<file path="src/rtl/fguard_pkg.sv">
package fguard_pkg;
  parameter int ADDR_W     = 24;
  parameter int PAGE_SHIFT = 12;
  parameter int NUM_RANGES = 4;
  parameter int NUM_OPS    = 8;
  parameter int DATA_W     = 32;

  localparam int PAGE_W  = ADDR_W - PAGE_SHIFT;
  localparam int OP_W    = $clog2(NUM_OPS);
  localparam int REG_CNT = NUM_RANGES + 4;
  localparam int CFG_AW  = $clog2(REG_CNT);
  localparam int EN_BIT  = DATA_W - 1;

  typedef struct packed {
    logic              en;
    logic [PAGE_W-1:0] limitPg;
    logic [PAGE_W-1:0] basePg;
  } window_t;

  typedef struct packed {
    logic [NUM_RANGES-1:0] wrRange;
    logic                  wrOps;
    logic                  wrCtl;
    logic                  wrShare;
    logic                  clrStat;
    logic                  setStat;
  } strobe_t;

  function automatic window_t toWindow(input logic [DATA_W-1:0] d);
    window_t w;
    w.en      = d[EN_BIT];
    w.limitPg = d[2*PAGE_W-1:PAGE_W];
    w.basePg  = d[PAGE_W-1:0];
    return w;
  endfunction

  function automatic logic [DATA_W-1:0] fromWindow(input window_t w);
    logic [DATA_W-1:0] d;
    d = '0;
    d[EN_BIT] = w.en;
    d[2*PAGE_W-1:PAGE_W] = w.limitPg;
    d[PAGE_W-1:0] = w.basePg;
    return d;
  endfunction

  function automatic logic pageInside(input window_t w, input logic [PAGE_W-1:0] pg);
    return w.en && (pg >= w.basePg) && (pg <= w.limitPg);
  endfunction
endpackage

</file>
<file path="src/rtl/fguard_ctrl.sv">
module fguard_ctrl
  import fguard_pkg::*;
(
  input  logic              clk,
  input  logic              rstN,
  input  logic              cfgWe,
  input  logic [CFG_AW-1:0] cfgAddr,
  input  logic              cfgBit0,
  input  logic              lockQ,
  input  logic              cmdValid,
  input  logic              blockNow,
  output strobe_t           stb,
  output logic              cmdIssue,
  output logic              cmdDone,
  output logic              cmdBlocked
);
  localparam logic [CFG_AW-1:0] OPS_A   = CFG_AW'(NUM_RANGES);
  localparam logic [CFG_AW-1:0] CTL_A   = CFG_AW'(NUM_RANGES + 1);
  localparam logic [CFG_AW-1:0] SHARE_A = CFG_AW'(NUM_RANGES + 2);
  localparam logic [CFG_AW-1:0] STAT_A  = CFG_AW'(NUM_RANGES + 3);

  for (genvar g = 0; g < NUM_RANGES; g++) begin : gWinStb
    assign stb.wrRange[g] = cfgWe && (cfgAddr == CFG_AW'(g)) && !lockQ;
  end

  assign stb.wrOps   = cfgWe && (cfgAddr == OPS_A) && !lockQ;
  assign stb.wrCtl   = cfgWe && (cfgAddr == CTL_A);
  assign stb.wrShare = cfgWe && (cfgAddr == SHARE_A);
  assign stb.clrStat = cfgWe && (cfgAddr == STAT_A) && cfgBit0;
  assign stb.setStat = cmdValid && blockNow;

  always_ff @(posedge clk or negedge rstN) begin
    if (!rstN) begin
      cmdDone    <= 1'b0;
      cmdIssue   <= 1'b0;
      cmdBlocked <= 1'b0;
    end else begin
      cmdDone    <= cmdValid;
      cmdIssue   <= cmdValid && !blockNow;
      cmdBlocked <= cmdValid && blockNow;
    end
  end

  a_r6_done_follows: assert property (@(posedge clk) disable iff (!rstN)
    cmdValid |=> cmdDone);
  a_r6_one_outcome: assert property (@(posedge clk) disable iff (!rstN)
    cmdDone |-> (cmdIssue ^ cmdBlocked));
  a_r6_quiet_idle: assert property (@(posedge clk) disable iff (!rstN)
    !cmdDone |-> (!cmdIssue && !cmdBlocked));
endmodule

</file>
<file path="src/rtl/fguard_dp.sv">
module fguard_dp
  import fguard_pkg::*;
(
  input  logic              clk,
  input  logic              rstN,
  input  strobe_t           stb,
  input  logic [CFG_AW-1:0] cfgAddr,
  input  logic [DATA_W-1:0] cfgWdata,
  input  logic [OP_W-1:0]   cmdOpIdx,
  input  logic [ADDR_W-1:0] cmdAddr,
  input  logic              overrideReq,
  output logic [DATA_W-1:0] cfgRdata,
  output logic              lockQ,
  output logic              blockNow,
  output logic              statusQ
);
  window_t [NUM_RANGES-1:0] winQ;
  window_t                  shareQ;
  logic [NUM_OPS-1:0]       opKindQ;
  logic                     gwpQ;
  logic                     ovrEnQ;

  logic [PAGE_W-1:0]     cmdPage;
  logic [NUM_RANGES-1:0] winHit;
  logic                  isWrite;
  logic                  rangeBlk;
  logic                  globalBlk;
  logic                  shareBlk;
  logic                  unusedDp;

  assign cmdPage  = cmdAddr[ADDR_W-1:PAGE_SHIFT];
  assign unusedDp = ^{cmdAddr[PAGE_SHIFT-1:0], cfgWdata[EN_BIT-1:2*PAGE_W]};

  always_ff @(posedge clk or negedge rstN) begin
    if (!rstN) begin
      winQ    <= '0;
      shareQ  <= '0;
      opKindQ <= '0;
      gwpQ    <= 1'b0;
      ovrEnQ  <= 1'b0;
      lockQ   <= 1'b0;
      statusQ <= 1'b0;
    end else begin
      for (int i = 0; i < NUM_RANGES; i++) begin
        if (stb.wrRange[i]) winQ[i] <= toWindow(cfgWdata);
      end
      if (stb.wrOps) opKindQ <= cfgWdata[NUM_OPS-1:0];
      if (stb.wrShare) shareQ <= toWindow(cfgWdata);
      if (stb.wrCtl) begin
        gwpQ   <= cfgWdata[0];
        ovrEnQ <= cfgWdata[1];
        lockQ  <= lockQ | cfgWdata[2];
      end
      if (stb.setStat) statusQ <= 1'b1;
      else if (stb.clrStat) statusQ <= 1'b0;
    end
  end

  for (genvar g = 0; g < NUM_RANGES; g++) begin : gWinCmp
    assign winHit[g] = pageInside(winQ[g], cmdPage);
  end

  assign isWrite   = opKindQ[cmdOpIdx];
  assign rangeBlk  = isWrite && (|winHit);
  assign globalBlk = isWrite && gwpQ && !(overrideReq && ovrEnQ);
  assign shareBlk  = pageInside(shareQ, cmdPage);
  assign blockNow  = rangeBlk || globalBlk || shareBlk;

  always_comb begin
    cfgRdata = '0;
    if (cfgAddr < CFG_AW'(NUM_RANGES)) begin
      cfgRdata = fromWindow(winQ[cfgAddr[$clog2(NUM_RANGES)-1:0]]);
    end else if (cfgAddr == CFG_AW'(NUM_RANGES)) begin
      cfgRdata[NUM_OPS-1:0] = opKindQ;
    end else if (cfgAddr == CFG_AW'(NUM_RANGES + 1)) begin
      cfgRdata[2:0] = {lockQ, ovrEnQ, gwpQ};
    end else if (cfgAddr == CFG_AW'(NUM_RANGES + 2)) begin
      cfgRdata = fromWindow(shareQ);
    end else begin
      cfgRdata[0] = statusQ;
    end
  end

  a_r8_lock_kept: assert property (@(posedge clk) disable iff (!rstN)
    lockQ |=> lockQ);
  a_r8_ops_frozen: assert property (@(posedge clk) disable iff (!rstN)
    lockQ |=> $stable(opKindQ));
  a_r8_wins_frozen: assert property (@(posedge clk) disable iff (!rstN)
    lockQ |=> $stable(winQ));
  a_r7_sticky: assert property (@(posedge clk) disable iff (!rstN)
    (statusQ && !stb.clrStat) |=> statusQ);
  a_r7_set_wins: assert property (@(posedge clk) disable iff (!rstN)
    stb.setStat |=> statusQ);
  a_r4_share_refuses: assert property (@(posedge clk) disable iff (!rstN)
    shareBlk |-> blockNow);
  a_r2_reads_pass_windows: assert property (@(posedge clk) disable iff (!rstN)
    (!isWrite && !shareBlk) |-> !blockNow);
endmodule

</file>
<file path="src/rtl/flash_guard.sv">
module flash_guard
  import fguard_pkg::*;
(
  input  logic              clk,
  input  logic              rstN,
  input  logic              cfgWe,
  input  logic [CFG_AW-1:0] cfgAddr,
  input  logic [DATA_W-1:0] cfgWdata,
  output logic [DATA_W-1:0] cfgRdata,
  input  logic              cmdValid,
  input  logic [OP_W-1:0]   cmdOpIdx,
  input  logic [ADDR_W-1:0] cmdAddr,
  input  logic              overrideReq,
  output logic              cmdIssue,
  output logic              cmdDone,
  output logic              cmdBlocked,
  output logic              blockedFlag
);
  strobe_t stb;
  logic    lockQ;
  logic    blockNow;

  fguard_ctrl u_ctrl (
    .clk(clk), .rstN(rstN), .cfgWe(cfgWe), .cfgAddr(cfgAddr),
    .cfgBit0(cfgWdata[0]), .lockQ(lockQ), .cmdValid(cmdValid),
    .blockNow(blockNow), .stb(stb), .cmdIssue(cmdIssue),
    .cmdDone(cmdDone), .cmdBlocked(cmdBlocked)
  );

  fguard_dp u_dp (
    .clk(clk), .rstN(rstN), .stb(stb), .cfgAddr(cfgAddr),
    .cfgWdata(cfgWdata), .cmdOpIdx(cmdOpIdx), .cmdAddr(cmdAddr),
    .overrideReq(overrideReq), .cfgRdata(cfgRdata), .lockQ(lockQ),
    .blockNow(blockNow), .statusQ(blockedFlag)
  );

  a_r7_flag_on_refusal: assert property (@(posedge clk) disable iff (!rstN)
    cmdBlocked |-> blockedFlag);
endmodule

</file>
<file path="config.mk">
export PLATFORM = sky130hd
export DESIGN_NAME = flash_guard
export DESIGN_NICKNAME = d
export VERILOG_FILES = /design/src/rtl/fguard_pkg.sv /design/src/rtl/fguard_ctrl.sv /design/src/rtl/fguard_dp.sv /design/src/rtl/flash_guard.sv
export SDC_FILE = /design/constraint.sdc
export NUM_CORES = 1
export LEC_CHECK = 0
export BUFFER_PORTS_ARGS = -buffer_cell sky130_fd_sc_hd__buf_2
export CORE_UTILIZATION = 44
export CTS_CLUSTER_SIZE = 40
export DETAILED_ROUTE_END_ITERATION = 16
export PLACE_DENSITY = 0.71
export SYNTH_ARGS = -nofsm -noshare
export SYNTH_HDL_FRONTEND = slang
export SYNTH_SLANG_ARGS = --single-unit
</file>
<file path="constraint.sdc">
create_clock -name clk -period 2.4 [get_ports clk]
set_input_delay 0.12 -clock clk [delete_from_list [all_inputs] [get_ports clk]]
set_output_delay 0.12 -clock clk [all_outputs]
set_load 0.02 [all_outputs]
</file>
After elaboration in Yosys (flattened, before gate mapping)

Cells that the tools add are included.

Bits in registers: 140
Input port bits: 67
Output and inout port bits: 36
Word-level logic and storage cells: 95

Magnitude comparators: 13
Equal/unequal tests: 7
Mux-type cells: 13
Bitwise operators: 1
Reductions and logical operators: 38

Operators with widths:

| cell               | number |
|---|---|
| $ge 12x12->1       | 5 |
| $le 12x12->1       | 5 |
| $bmux 25 s2        | 1 |
| $mux 32            | 1 |
| $mux 31            | 1 |
| $logic_and 1x1->1  | 30 |
| $mux 29            | 1 |
| $mux 25            | 1 |
| $mux 24            | 1 |
| $eq 3x3->1 const B | 4 |
| $mux 8             | 1 |
| $eq 3x2->1 const B | 2 |
| $lt 3x4->1 const B | 1 |
| $mux 1             | 4 |
| $reduce_or 4->1    | 1 |
| $bmux 1 s3         | 1 |
| $eq 3x1->1 const B | 1 |
| $logic_not 1->1    | 3 |
| $logic_not 3->1    | 1 |
| $lt 2x3->1 const B | 1 |
| $lt 3x3->1 const B | 1 |
| $mux 3             | 1 |
| $logic_or 1x1->1   | 2 |
| $reduce_bool 2->1  | 1 |
| $or 1x1->1         | 1 |

Longest topological paths before layout

Gate-level depths: netlist (run 1).

Depth after elaboration: 9
Gate-level depth with buffers: 9
Mapped depth without buffers: 9

Modules after synthesis

From an unflattened synthesis (run 1), not the netlist that was laid out.

Cells, all modules: 966
Area total of the unflattened synthesis: 9,066.2 µm²

By module, submodules not included:

| module      | times used | cells an instance | area an instance (µm²) | seq. area each (µm²) |
|---|---|---|---|---|
| fguard_dp   | 1          | 947               | 8,903.5                | 3,428.3 |
| fguard_ctrl | 1          | 19                | 162.7                  | 75.1 |

Worst setup path before layout (run 1)

OpenSTA, ideal clock, no wires.

Kind: reg2reg
From: register u_dp.winQ[48] (netlist bit)
To: register u_dp.statusQ
Library setup time: 0.076 ns
Data arrival time: 1.801 ns
Required time: 2.324 ns
Setup slack: 0.522 ns
Cell stages (with the launch flop): 10
Path buffers: 0
Clock period less this slack: 1.878 ns
Cell sequence: dfrtp_1 inv_1 ha_1 a21oi_2 o21ai_1 a2111o_1 o21ai_1 a32oi_1 and4b_1 o21ai_1

Longest elaborated chain between the ends: 8
Elaborated cells on any way between the ends: 9
Those cells by class: order compare (1); mux (1); reduce/logical (7)

Ends and longest elaborated chain:

| what                                               | line              | RTL |
|---|---|---|
| start: declaration                                 | fguard_dp.sv:17   | `window_t [NUM_RANGES-1:0] winQ;` |
| start signal: indexed assignment                   | fguard_dp.sv:45   | `if (stb.wrRange[i]) winQ[i] <= toWindow(cfgWdata);` |
| $le 12x12->1 *                                     | fguard_pkg.sv:47  | `return w.en && (pg >= w.basePg) && (pg <= w.limitPg);` |
| $logic_and 1x1->1 *                                | fguard_pkg.sv:47  |  |
| $reduce_or 4->1 *                                  | fguard_dp.sv:64   | `assign rangeBlk = isWrite && (\|winHit);` |
| $logic_and 1x1->1 *                                | fguard_dp.sv:64   |  |
| $logic_or 1x1->1 * (2 in series)                   | fguard_dp.sv:67   | `assign blockNow = rangeBlk \|\| globalBlk \|\| shareBlk;` |
| $logic_and 1x1->1 *                                | fguard_ctrl.sv:30 | `assign stb.setStat = cmdValid && blockNow;` |
| $mux 1 / $reduce_bool 2->1 (equally long branches) | n/a               |  |
| end signal: assignment                             | fguard_dp.sv:42   | `statusQ <= 1'b0;` |
| end signal: assignment                             | fguard_dp.sv:54   | `if (stb.setStat) statusQ <= 1'b1;` |
| end signal: assignment                             | fguard_dp.sv:55   | `else if (stb.clrStat) statusQ <= 1'b0;` |
| end: declaration                                   | fguard_dp.sv:15   | `output logic statusQ` |

Every way passes the cells marked *; elsewhere a longest branch is shown, timed or not.
A chain may end at the register's enable or synchronous reset.

Final worst setup path (run 1)

From: register u_dp.winQ[89] (netlist bit)
To: register u_dp.statusQ

Same word-level chain as after synthesis.

==> run summary, run 1 <==
Status: completed
Top Usage Layer GRT: met2
GR Util met2: 0.377
Final Core Density: 0.530
CTS tree: built
Root Driver: clkbuf_16
Final Hold Viols: 0
Gpl congestion: 0.844
Hold Crit Endpoint: u_dp.winQ[98]$_DFFE_PN0P_
Max Clock Freq: 437 MHz
Maximum root-to-sink buffer count: 2
H-tree Lvls: 4
Clock Skew: 10.0 ps
Top Ports: 103
Port bufs: 76
Post-Layout Cell Count: 1266
Wirelength per Cell: 18.6 µm
Vias in the first global route: 7278
DRC errors left: 0
Die Ht: 147 µm
Initial antenna violation count: 0
Synth cell types: 48
Final min period: 2290 ps
Reg2Reg Depth: 9
Final Cycle Share: 0.953
Yosys reg bits: 140
HP Class: in2reg
Resized cells post-CTS: 0
Mapped cell area: 9300 µm²
Grt total ovfl: 0
First-pass GRT wire length: 38600 µm
CTS Buf Count: 17
Total negative slack: 0 ps
DR pass1 iterations: 5
Clk slew on worst S/H paths: 60 ps
Sequential Area: 3500 µm²
Met3 GRT Util: 0.0346
Worst Tran Pin Value: 966 ps
Number of flops mapped to enable cells by yosys: 0
VDD IR max: 0.000614 V
Initial DRC count: 434
Crit Reg-Reg Endpoint: u_dp.statusQ$_DFFE_PN0P_
HPWL Detailed: 16900 µm
P&R area growth vs syn: 16.8%
Share of cells above drive strength 1: 0.275
Top FF cell, synth: dfrtp_1
Post-route ant nets: 0
Worst Path Max Fanout: 3
Final instance area: 10900 µm²
Yosys warning count: 0
Mean post-synth cell area: 10.6 µm²
Clock Latency Late Sink: 430 ps
Slack of the worst reg-to-reg path: 110 ps
FFs w/ async S/R, synth: 1.00
Type of the worst setup path: reg2reg
R2r startpoint: u_dp.winQ[89]$_DFFE_PN0P_
Placed instance count: 1212
Die Footprint: 21700 µm²
Worst hold start: cfgWdata[23]
Cell area power density: 933 nW/µm²
Antenna cells: 0
Initial core utilization: 0.454
P_leak: 5.26 nW
Hold Path Stages: 3
Final setup fails: 0
Placed inst area: 10100 µm²
Data arrival, critical path: 2640 ps
Core area: 20500 µm²
RSZ-0062 raised after global routing: false
Fin. max-slew vios: 0
Nets@finish: 1170
Fillers: 1815
GRT Util Overall: 0.233
Largest net degree at the start of global routing: 65
Startpoint types: register
Die width: 147 µm
Synth Instances: 875
Via count: 6993
Final hold slack: 9.56 ps
Seq/Total Area, Yosys: 0.377
Met1 usage: 0.321
Post-Route WL: 23600 µm
Placement Rows: 52
Normalized max-slew margin: 0.356
Max-cap violations: 0
Critical path capture point type: register
Req. time, crit path: 2750 ps
Multi-input gate area: 5130 µm²
Via density: 5.52
Clk sink count: 140
layer usage:
layer,up-vias,routed length [µm]
li1,3301,-
met1,3500,11200
met2,160,11100
met3,32,789
met4,0,451
met5,-,0
worst max-delay path by stage:
| stage | endpoint | startpoint | cells past startpoint |
|---|---|---|---|
| CTS | u_dp.statusQ$_DFFE_PN0P_ | u_dp.winQ[89]$_DFFE_PN0P_ | 9 |
| detailed placement | u_dp.statusQ$_DFFE_PN0P_ | u_dp.winQ[89]$_DFFE_PN0P_ | 9 |
| floorplan | u_dp.statusQ$_DFFE_PN0P_ | u_dp.winQ[48]$_DFFE_PN0P_ | 9 |
| global placement | u_dp.statusQ$_DFFE_PN0P_ | u_dp.winQ[89]$_DFFE_PN0P_ | 9 |
| global route | u_dp.statusQ$_DFFE_PN0P_ | u_dp.winQ[89]$_DFFE_PN0P_ | 9 |
| finish | u_dp.statusQ$_DFFE_PN0P_ | u_dp.winQ[89]$_DFFE_PN0P_ | 9 |
power breakdown:
part / internal (W) / leakage, nW / switching [W] / total, W
logic: 0.00181 / 3.29 / 0.00192 / 0.00373
clock network: 0.00159 / 0.286 / 0.00107 / 0.00266
registers: 0.00314 / 1.68 / 0.000605 / 0.00375
total: 0.00655 / 5.26 / 0.00360 / 0.0101
registers in the layout, summed over array words and instances (netlist names):
name,cells
u_dp.opKindQ,8
u_dp.ovrEnQ,1
u_dp.statusQ,1
u_ctrl.cmdDone,1
u_dp.shareQ,25
u_dp.lockQ,1
u_dp.winQ,100
u_ctrl.cmdIssue,1
u_ctrl.cmdBlocked,1
u_dp.gwpQ,1
final cells by class:
cell class | instances | share of cell area
flip-flops and latches | 140 | 0.322
repair buffers | 117 | 0.0735
clock inverters | 13 | 0.0130
clock buffers | 19 | 0.0417
inverters | 134 | 0.0463
multi-input cells | 573 | 0.472
well taps | 270 | 0.0311
what timing repair did:
action | in CTS | in global routing
setup buffers | 0 | 0
hold buffers | 22 | 0
endpoints found under the setup margin | 0 | 0
endpoints found under the hold margin | 121 | 0
logic make-up (layout without fill, tap and decap cells):
kind of cell               count (synthesis)  count (layout)  share of synthesized area
AOI/OAI and AO/OA                        146             146                     0.0932
muxes                                    150             150                      0.214
and+or+nand+nor                          150             150                     0.0799
DFF                                      140             140                      0.377
buffers and inverters                    168             283                     0.0742
other                                      1               7                   0.000403
adders and majority gates                120             120                      0.161
critical path, cell delays in order (launching register included):
cell	delay, ps
dfrtp_1	380
inv_1	90
ha_1	250
and4b_1	210
a211oi_1	410
o31ai_1	140
a311oi_1	260
a32oi_1	100
and4b_1	250
o21ai_1	120
stage by stage:
stage | setup slack (ps) | power [W]
floorplan | 522 | 0.00627
global placement | 262 | 0.00726
detailed placement | 176 | 0.00744
CTS | 151 | 0.0102
global route | 3.36 | 0.0109
finish | 114 | 0.0101
layout by cell type, fill, tap and decap left out, drive strengths merged, types with 22 or more instances in the layout:
cell and n:
dfrtp 140, inv 136, dlygate4sd3 22, ha 120, o21ai 59, mux2 114, mux4 28, a21oi 38
buf 95, nand2 63
Yosys cell counts, drive strengths merged (7+ instances only):
cell	instances	area share
dfrtp	140	0.38
inv	134	0.054
ha	120	0.16
mux2	114	0.14
nand2	63	0.025
o21ai	59	0.032
a21oi	38	0.021
buf	28	0.018
mux4	28	0.068
nor2	21	0.0085
nand4	18	0.012
nand3	14	0.0081
nor2b	9	0.0061
a211oi	8	0.0065
mux2i	8	0.0086
a21o	7	0.0056
Power figures use the tool's default switching activity.
==> run 2: changes to the inputs <==
Settings changed: CORE_MARGIN set to 10.
==> run 2 against run 1 <==
- power is 1.8% lower
- critical path depth unchanged
- first-iteration DRC count grew 11%
- clock skew up 4.5 ps
- flip-flop and latch count unchanged
- register-to-register slack about the same
- final area decreased by 0.56%
- largest cell class unchanged
- highest routed layer unchanged
==> run summary, run 2 (synthesis results as in run 1) <==
Final Hold Viols: 0 (unchanged)
Worst Tran Pin Value: 1010 ps (+45.7 ps)
Post-Route WL: 24700 µm (+4.7%)
GRT Util Overall: 0.188 (-0.0442)
Clk slew on worst S/H paths: 60 ps (about the same)
Most frequent cells in the layout: dfrtp_1 (140), inv_1 (134), ha_1 (120)
Status: completed
Startpoint types: register
Share of cells above drive strength 1: 0.272 (-0.00274)
Max reg flops: 100 (unchanged)
Top Ports: 103 (unchanged)
Final Power: 0.00996 W (-1.8%)
Root Driver: clkbuf_16
CTS Buf Count: 17 (unchanged)
Setup Fix Bufs, Post-CTS: 0 (unchanged)
Data arrival, critical path: 2620 ps (-20 ps)
First-pass GRT wire length: 40200 µm (+4.1%)
Initial DRC count: 480 (+11%)
Hold_buf cts: 21 (-4.5%)
Req. time, crit path: 2750 ps (about the same)
Max Clock Freq: 440 MHz (+0.61%)
Resized cells post-CTS: 0 (unchanged)
Die Ht: 165 µm (+12%)
DRC errors left: 0 (unchanged)
P_sw: 0.00355 W (-1.2%)
Post-Layout Cell Count: 1270 (+0.32%)
Gpl congestion: 0.885 (+4.9%)
Nets@finish: 1171 (+0.085%)
Total negative slack: 0 ps (unchanged)
Core area: 20900 µm² (+1.9%)
Maximum root-to-sink buffer count: 2 (unchanged)
Largest registers: u_dp.winQ (100), u_dp.shareQ (25), u_dp.opKindQ (8)
Cell area power density: 922 nW/µm² (-1.2%)
Worst Path Max Fanout: 3 (unchanged)
HPWL Detailed: 18200 µm (+7.4%)
Fin. max-slew vios: 0 (unchanged)
Reg power frac: 0.377 (+0.007)
Part of the power in combinational logic: 0.374 (+0.006)
DR pass1 iterations: 5 (unchanged)
Commonest non-fill, non-tap cell in the layout: dfrtp_1
RSZ-0062 raised after global routing: false
Clock Latency Late Sink: 440 ps (about the same)
Type of the worst setup path: reg2reg
Final min period: 2270 ps (-13.8 ps)
Initial antenna violation count: 0 (unchanged)
Net Sw Frac: 0.356 (+0.00193)
Initial core utilization: 0.445 (-0.00857)
Placed instance count: 1219 (+0.58%)
P_int: 0.00641 W (-2.1%)
Die Footprint: 27400 µm² (+26%)
VDD IR max: 0.000602 V (-1.9%)
Grt total ovfl: 0 (unchanged)
Max-cap violations: 0 (unchanged)
Largest net degree at the start of global routing: 60 (-7.7%)
Normalized max-slew margin: 0.326 (-0.0305)
Via count: 6981 (-0.17%)
Antenna cells: 0 (unchanged)
Wirelength per Cell: 19.5 µm (+4.4%)
Clock Skew: 14.5 ps (+4.54 ps)
Clk sink count: 140 (unchanged)
Clock power share: 0.249 (-0.014)
P&R area growth vs syn: 16.2%
Vias in the first global route: 7337 (+0.81%)
Top reg by flops: u_dp.winQ
P_leak: 5.23 nW (-0.48%)
HP Class: in2reg
Final Cycle Share: 0.947 (-0.00574)
Die width: 165 µm (+12%)
CTS tree: built
Final setup fails: 0 (unchanged)
Fillers: 1876 (+3.4%)
Post-route ant nets: 0 (unchanged)
Placement Rows: 53 (+1.9%)
Port bufs: 76 (unchanged)
Final Core Density: 0.517 (-0.0129)
Critical path capture point type: register
Via density: 5.50 (-0.49%)
H-tree Lvls: 4 (unchanged)
## run 2: cell types whose count changed in the layout (fill, tap and decap cells not counted)
| cell | delta |
|---|---|
| buf_12 | -1 |
| inv_6 | -2 |
| clkbuf_1 | +3 |
| dlygate4sd3_1 | -1 |
| bufinv_16 | -1 |
| buf_4 | +3 |
| clkinvlp_4 | -1 |
| clkinv_4 | -3 |
| clkinv_2 | +2 |
## run 2: critical path: stages, from the launching register on
cell	delay [ps]
dfrtp_1	350
inv_1	60
ha_1	320
and4b_1	230
a211oi_1	350
o31ai_1	130
a311oi_1	250
a32oi_1	110
and4b_1	250
o21ai_1	140
## run 2: metrics by stage
step	hold WS, ps	worst slack, ps	area [µm²]
floorplan	-176	522	9330
global placement	132	219	10100
CTS	5.95	137	10800
global route	15.9	5.65	10800
detailed placement	135	129	10100
finish	6.76	128	10800
## run 2: path summary, 6_finish.rpt
| check | endpoint | cells after the start | from | slack, ps |
|---|---|---|---|---|
| min | u_dp.winQ[77]$_DFFE_PN0P_ | 3 | cfgWdata[2] | 7 |
| min in group asynchronous | u_dp.shareQ[15]$_DFFE_PN0P_ | 2 | rstN | 240 |
| max in group asynchronous | u_dp.shareQ[24]$_DFFE_PN0P_ | 3 | rstN | 1430 |
| min reg2reg | u_dp.winQ[74]$_DFFE_PN0P_ | 1 | u_dp.winQ[74]$_DFFE_PN0P_ | 530 |
| max reg2reg | u_dp.statusQ$_DFFE_PN0P_ | 9 | u_dp.winQ[89]$_DFFE_PN0P_ | 130 |
| max | u_dp.statusQ$_DFFE_PN0P_ | 9 | u_dp.winQ[89]$_DFFE_PN0P_ | 130 |
## run 2: power by group through the flow
stage	Combinational [W]	Clock, W	Sequential, W
global route	0.00424	0.00261	0.00384
global placement	0.00355	0	0.00373
finish	0.00373	0.00248	0.00375
detailed placement	0.00367	0	0.00377
floorplan	0.00271	0	0.00356
CTS	0.00374	0.00250	0.00373
## run 2: layer usage
| layer | share of wire | vias up | track usage |
|---|---|---|---|
| met5 | 0 | - | 0 |
| met4 | 0.014 | 0 | 0.0563 |
| met3 | 0.066 | 26 | 0.0456 |
| met2 | 0.47 | 191 | 0.299 |
| met1 | 0.45 | 3454 | 0.250 |
| li1 | - | 3310 | - |
## run 2: final cells by class
class	count	area [µm²]	area share
sequential	140	3500	0.324
inverter	134	503	0.0465
clock inverter	8	70.1	0.00648
timing repair buffer	118	792	0.0733
multi-input combinational	573	5130	0.475
tap	275	344	0.0318
clock buffer	22	464	0.0429
==> run 3: changes to the inputs <==
Settings changed: ABC_CLOCK_PERIOD_IN_PS set to 1900, PLACE_DENSITY 0.71 to 0.73.
Clock period 2.4 ns to 1.9 ns, I/O delays scaled along.
==> run 3 against run 2 <==
- the run now ends with setup timing left
- critical endpoint unchanged
- non-clock buffer count rose by 66
- maximum frequency rose by 11%
- combinational power rose by 45%
- count of clock-buffer cells in the layout fell by 3
- critical path depth did not move
- worst setup slack got worse by 280 ps
- wire length rose by 5.0%
==> run summary, run 3 (synthesis results as in run 1) <==
Status: complete, but fails checks
Failing checks: setup timing
Final Hold Viols: 0 (unchanged)
Final setup fails: 4 (+4)
Max reg flops: 100 (unchanged)
Via count: 7345 (+5.2%)
Antenna cells: 0 (unchanged)
HPWL Detailed: 19600 µm (+7.7%)
Clk slew on worst S/H paths: 60 ps (about the same)
Final instance area: 11500 µm² (+6.5%)
DRC errors left: 0 (unchanged)
RSZ-0062 raised after global routing: true
Top reg by flops: u_dp.winQ
Total negative slack: -450 ps (-450 ps)
Clock Skew: 10.2 ps (-4.36 ps)
Clk sink count: 140 (unchanged)
Setup ws final: -148 ps (-276 ps)
Die Footprint: 27400 µm² (unchanged)
Largest registers: u_dp.winQ (100), u_dp.shareQ (25), u_dp.opKindQ (8)
Slack of the worst reg-to-reg path: -150 ps (-280 ps)
Req. time, crit path: 2210 ps (-540 ps)
Die Ht: 165 µm (unchanged)
CTS Buf Count: 17 (unchanged)
Critical path capture point type: register
Max-cap violations: 0 (unchanged)
Maximum root-to-sink buffer count: 2 (unchanged)
Commonest non-fill, non-tap cell in the layout: dfrtp_1
HP Class: in2reg
Via density: 5.50 (about the same)
Initial DRC count: 465 (-3.1%)
Type of the worst setup path: reg2reg
Share of cells above drive strength 1: 0.332 (+0.0594)
H-tree Lvls: 4 (unchanged)
Final min period: 2050 ps (-224 ps)
Final Core Density: 0.551 (+0.0337)
Final Power: 0.0134 W (+34%)
CTS tree: built
Core area: 20900 µm² (unchanged)
Placed inst area: 10500 µm² (+4.5%)
Slowest cell on crit path: dfrtp_1
Normalized max-slew margin: 0.527 (+0.201)
Initial core utilization: 0.445 (unchanged)
Post-Route WL: 25900 µm (+5.0%)
Final hold slack: 36.2 ps (+29.5 ps)
Nets@finish: 1237 (+5.6%)
Placement Rows: 53 (unchanged)
Reg2Reg Depth: 9 (unchanged)
Max Clock Freq: 488 MHz (+11%)
Largest net degree at the start of global routing: 46 (-23%)
Cell area power density: 1160 nW/µm² (+26%)
CP peak stage delay: 370 ps (+20 ps)
Startpoint types: register
First-pass GRT wire length: 41100 µm (+2.3%)
Fin. max-slew vios: 0 (unchanged)
Post-route ant nets: 0 (unchanged)
DR pass1 iterations: 5 (unchanged)
Port bufs: 76 (unchanged)
Data arrival, critical path: 2350 ps (-270 ps)
Worst setup endpoint: u_dp.statusQ$_DFFE_PN0P_
VDD IR max: 0.000741 V (+23%)
Die width: 165 µm (unchanged)
Worst Tran Pin Value: 703 ps (-308 ps)
Fillers: 1807 (-3.7%)
GRT Util Overall: 0.194 (+0.00573)
Initial antenna violation count: 0 (unchanged)
Wirelength per Cell: 19.4 µm (-0.22%)
Clock Latency Late Sink: 430 ps (about the same)
Critical Path, Cell by Cell: inv_1 -> ha_1 -> nand4_1 -> nor3_2 -> o21ai_0 -> o211a_1 -> o211ai_1 -> and4b_1 -> o21ai_1
Final Cycle Share: 1.08 (+0.131)
Root Driver: clkbuf_16
Worst Path Max Fanout: 3 (unchanged)
P&R area growth vs syn: 23.7%
Top Ports: 103 (unchanged)
Grt total ovfl: 0 (unchanged)
Vias in the first global route: 7698 (+4.9%)
CP startpoint: u_dp.winQ[73]$_DFFE_PN0P_
Most frequent cells in the layout: dfrtp_1 (140), inv_1 (132), ha_1 (117)
Crit Reg-Reg Endpoint: u_dp.statusQ$_DFFE_PN0P_
P_leak: 5.59 nW (+6.9%)
R2r startpoint: u_dp.winQ[73]$_DFFE_PN0P_
Gpl congestion: 0.940 (+6.2%)
run 3: worst max-delay path: cells and delay by family (launching register included):
kind / cells / cell delay [ps]
buf+inv: 1 / 50
simple gates: 3 / 650
flops: 1 / 370
fa+ha+maj: 1 / 310
compound gates: 4 / 550
run 3: timing repair:
item / CTS / global route
setup endpoints to repair: 4 / 4
buffers inserted: 1 / 3
hold buffers: 27 / 0
gates resized for setup: 17 / 11
hold endpoints to repair: 169 / 0
pin swaps: 10 / 10
run 3: area by class of cell:
type / count / area, µm² / area share
inverter: 134 / 503 / 0.0437
multi-input combinational: 573 / 5250 / 0.456
clock buffer: 19 / 443 / 0.0385
timing repair buffer: 184 / 1350 / 0.117
tap: 275 / 344 / 0.0299
clock inverter: 11 / 121 / 0.0105
sequential: 140 / 3500 / 0.304
run 3: metrics by stage:
stage,worst slack [ps],instances
CTS,-89.5,1333
global placement,-159,1275
global route,-259,1336
detailed placement,-234,1275
floorplan,22.5,881
finish,-148,1336
run 3: worst min-delay path by stage:
stage / from / to / depth (start not counted)
finish: cfgWdata[0] / u_dp.winQ[50]$_DFFE_PN0P_ / 2
global route: cfgWdata[0] / u_dp.shareQ[0]$_DFFE_PN0P_ / 2
CTS: cfgWdata[0] / u_dp.winQ[50]$_DFFE_PN0P_ / 2
detailed placement: rstN / u_dp.winQ[91]$_DFFE_PN0P_ / 1
global placement: rstN / u_dp.shareQ[17]$_DFFE_PN0P_ / 1
floorplan: rstN / u_ctrl.cmdBlocked$_DFF_PN0_ / 0
run 3: layer usage:
metal,track usage,vias to the layer above,wire length [µm]
met5,0,-,0
met4,0.0658,0,645
met3,0.0481,51,1650
met2,0.312,230,12300
met1,0.251,3623,11400
li1,-,3441,-
run 3: power by group:
part / internal [W] / switching (W) / total [W]
clock network: 0.00195 / 0.00131 / 0.00325
registers: 0.00397 / 0.000750 / 0.00472
logic: 0.00272 / 0.00268 / 0.00540
total: 0.00864 / 0.00474 / 0.0134
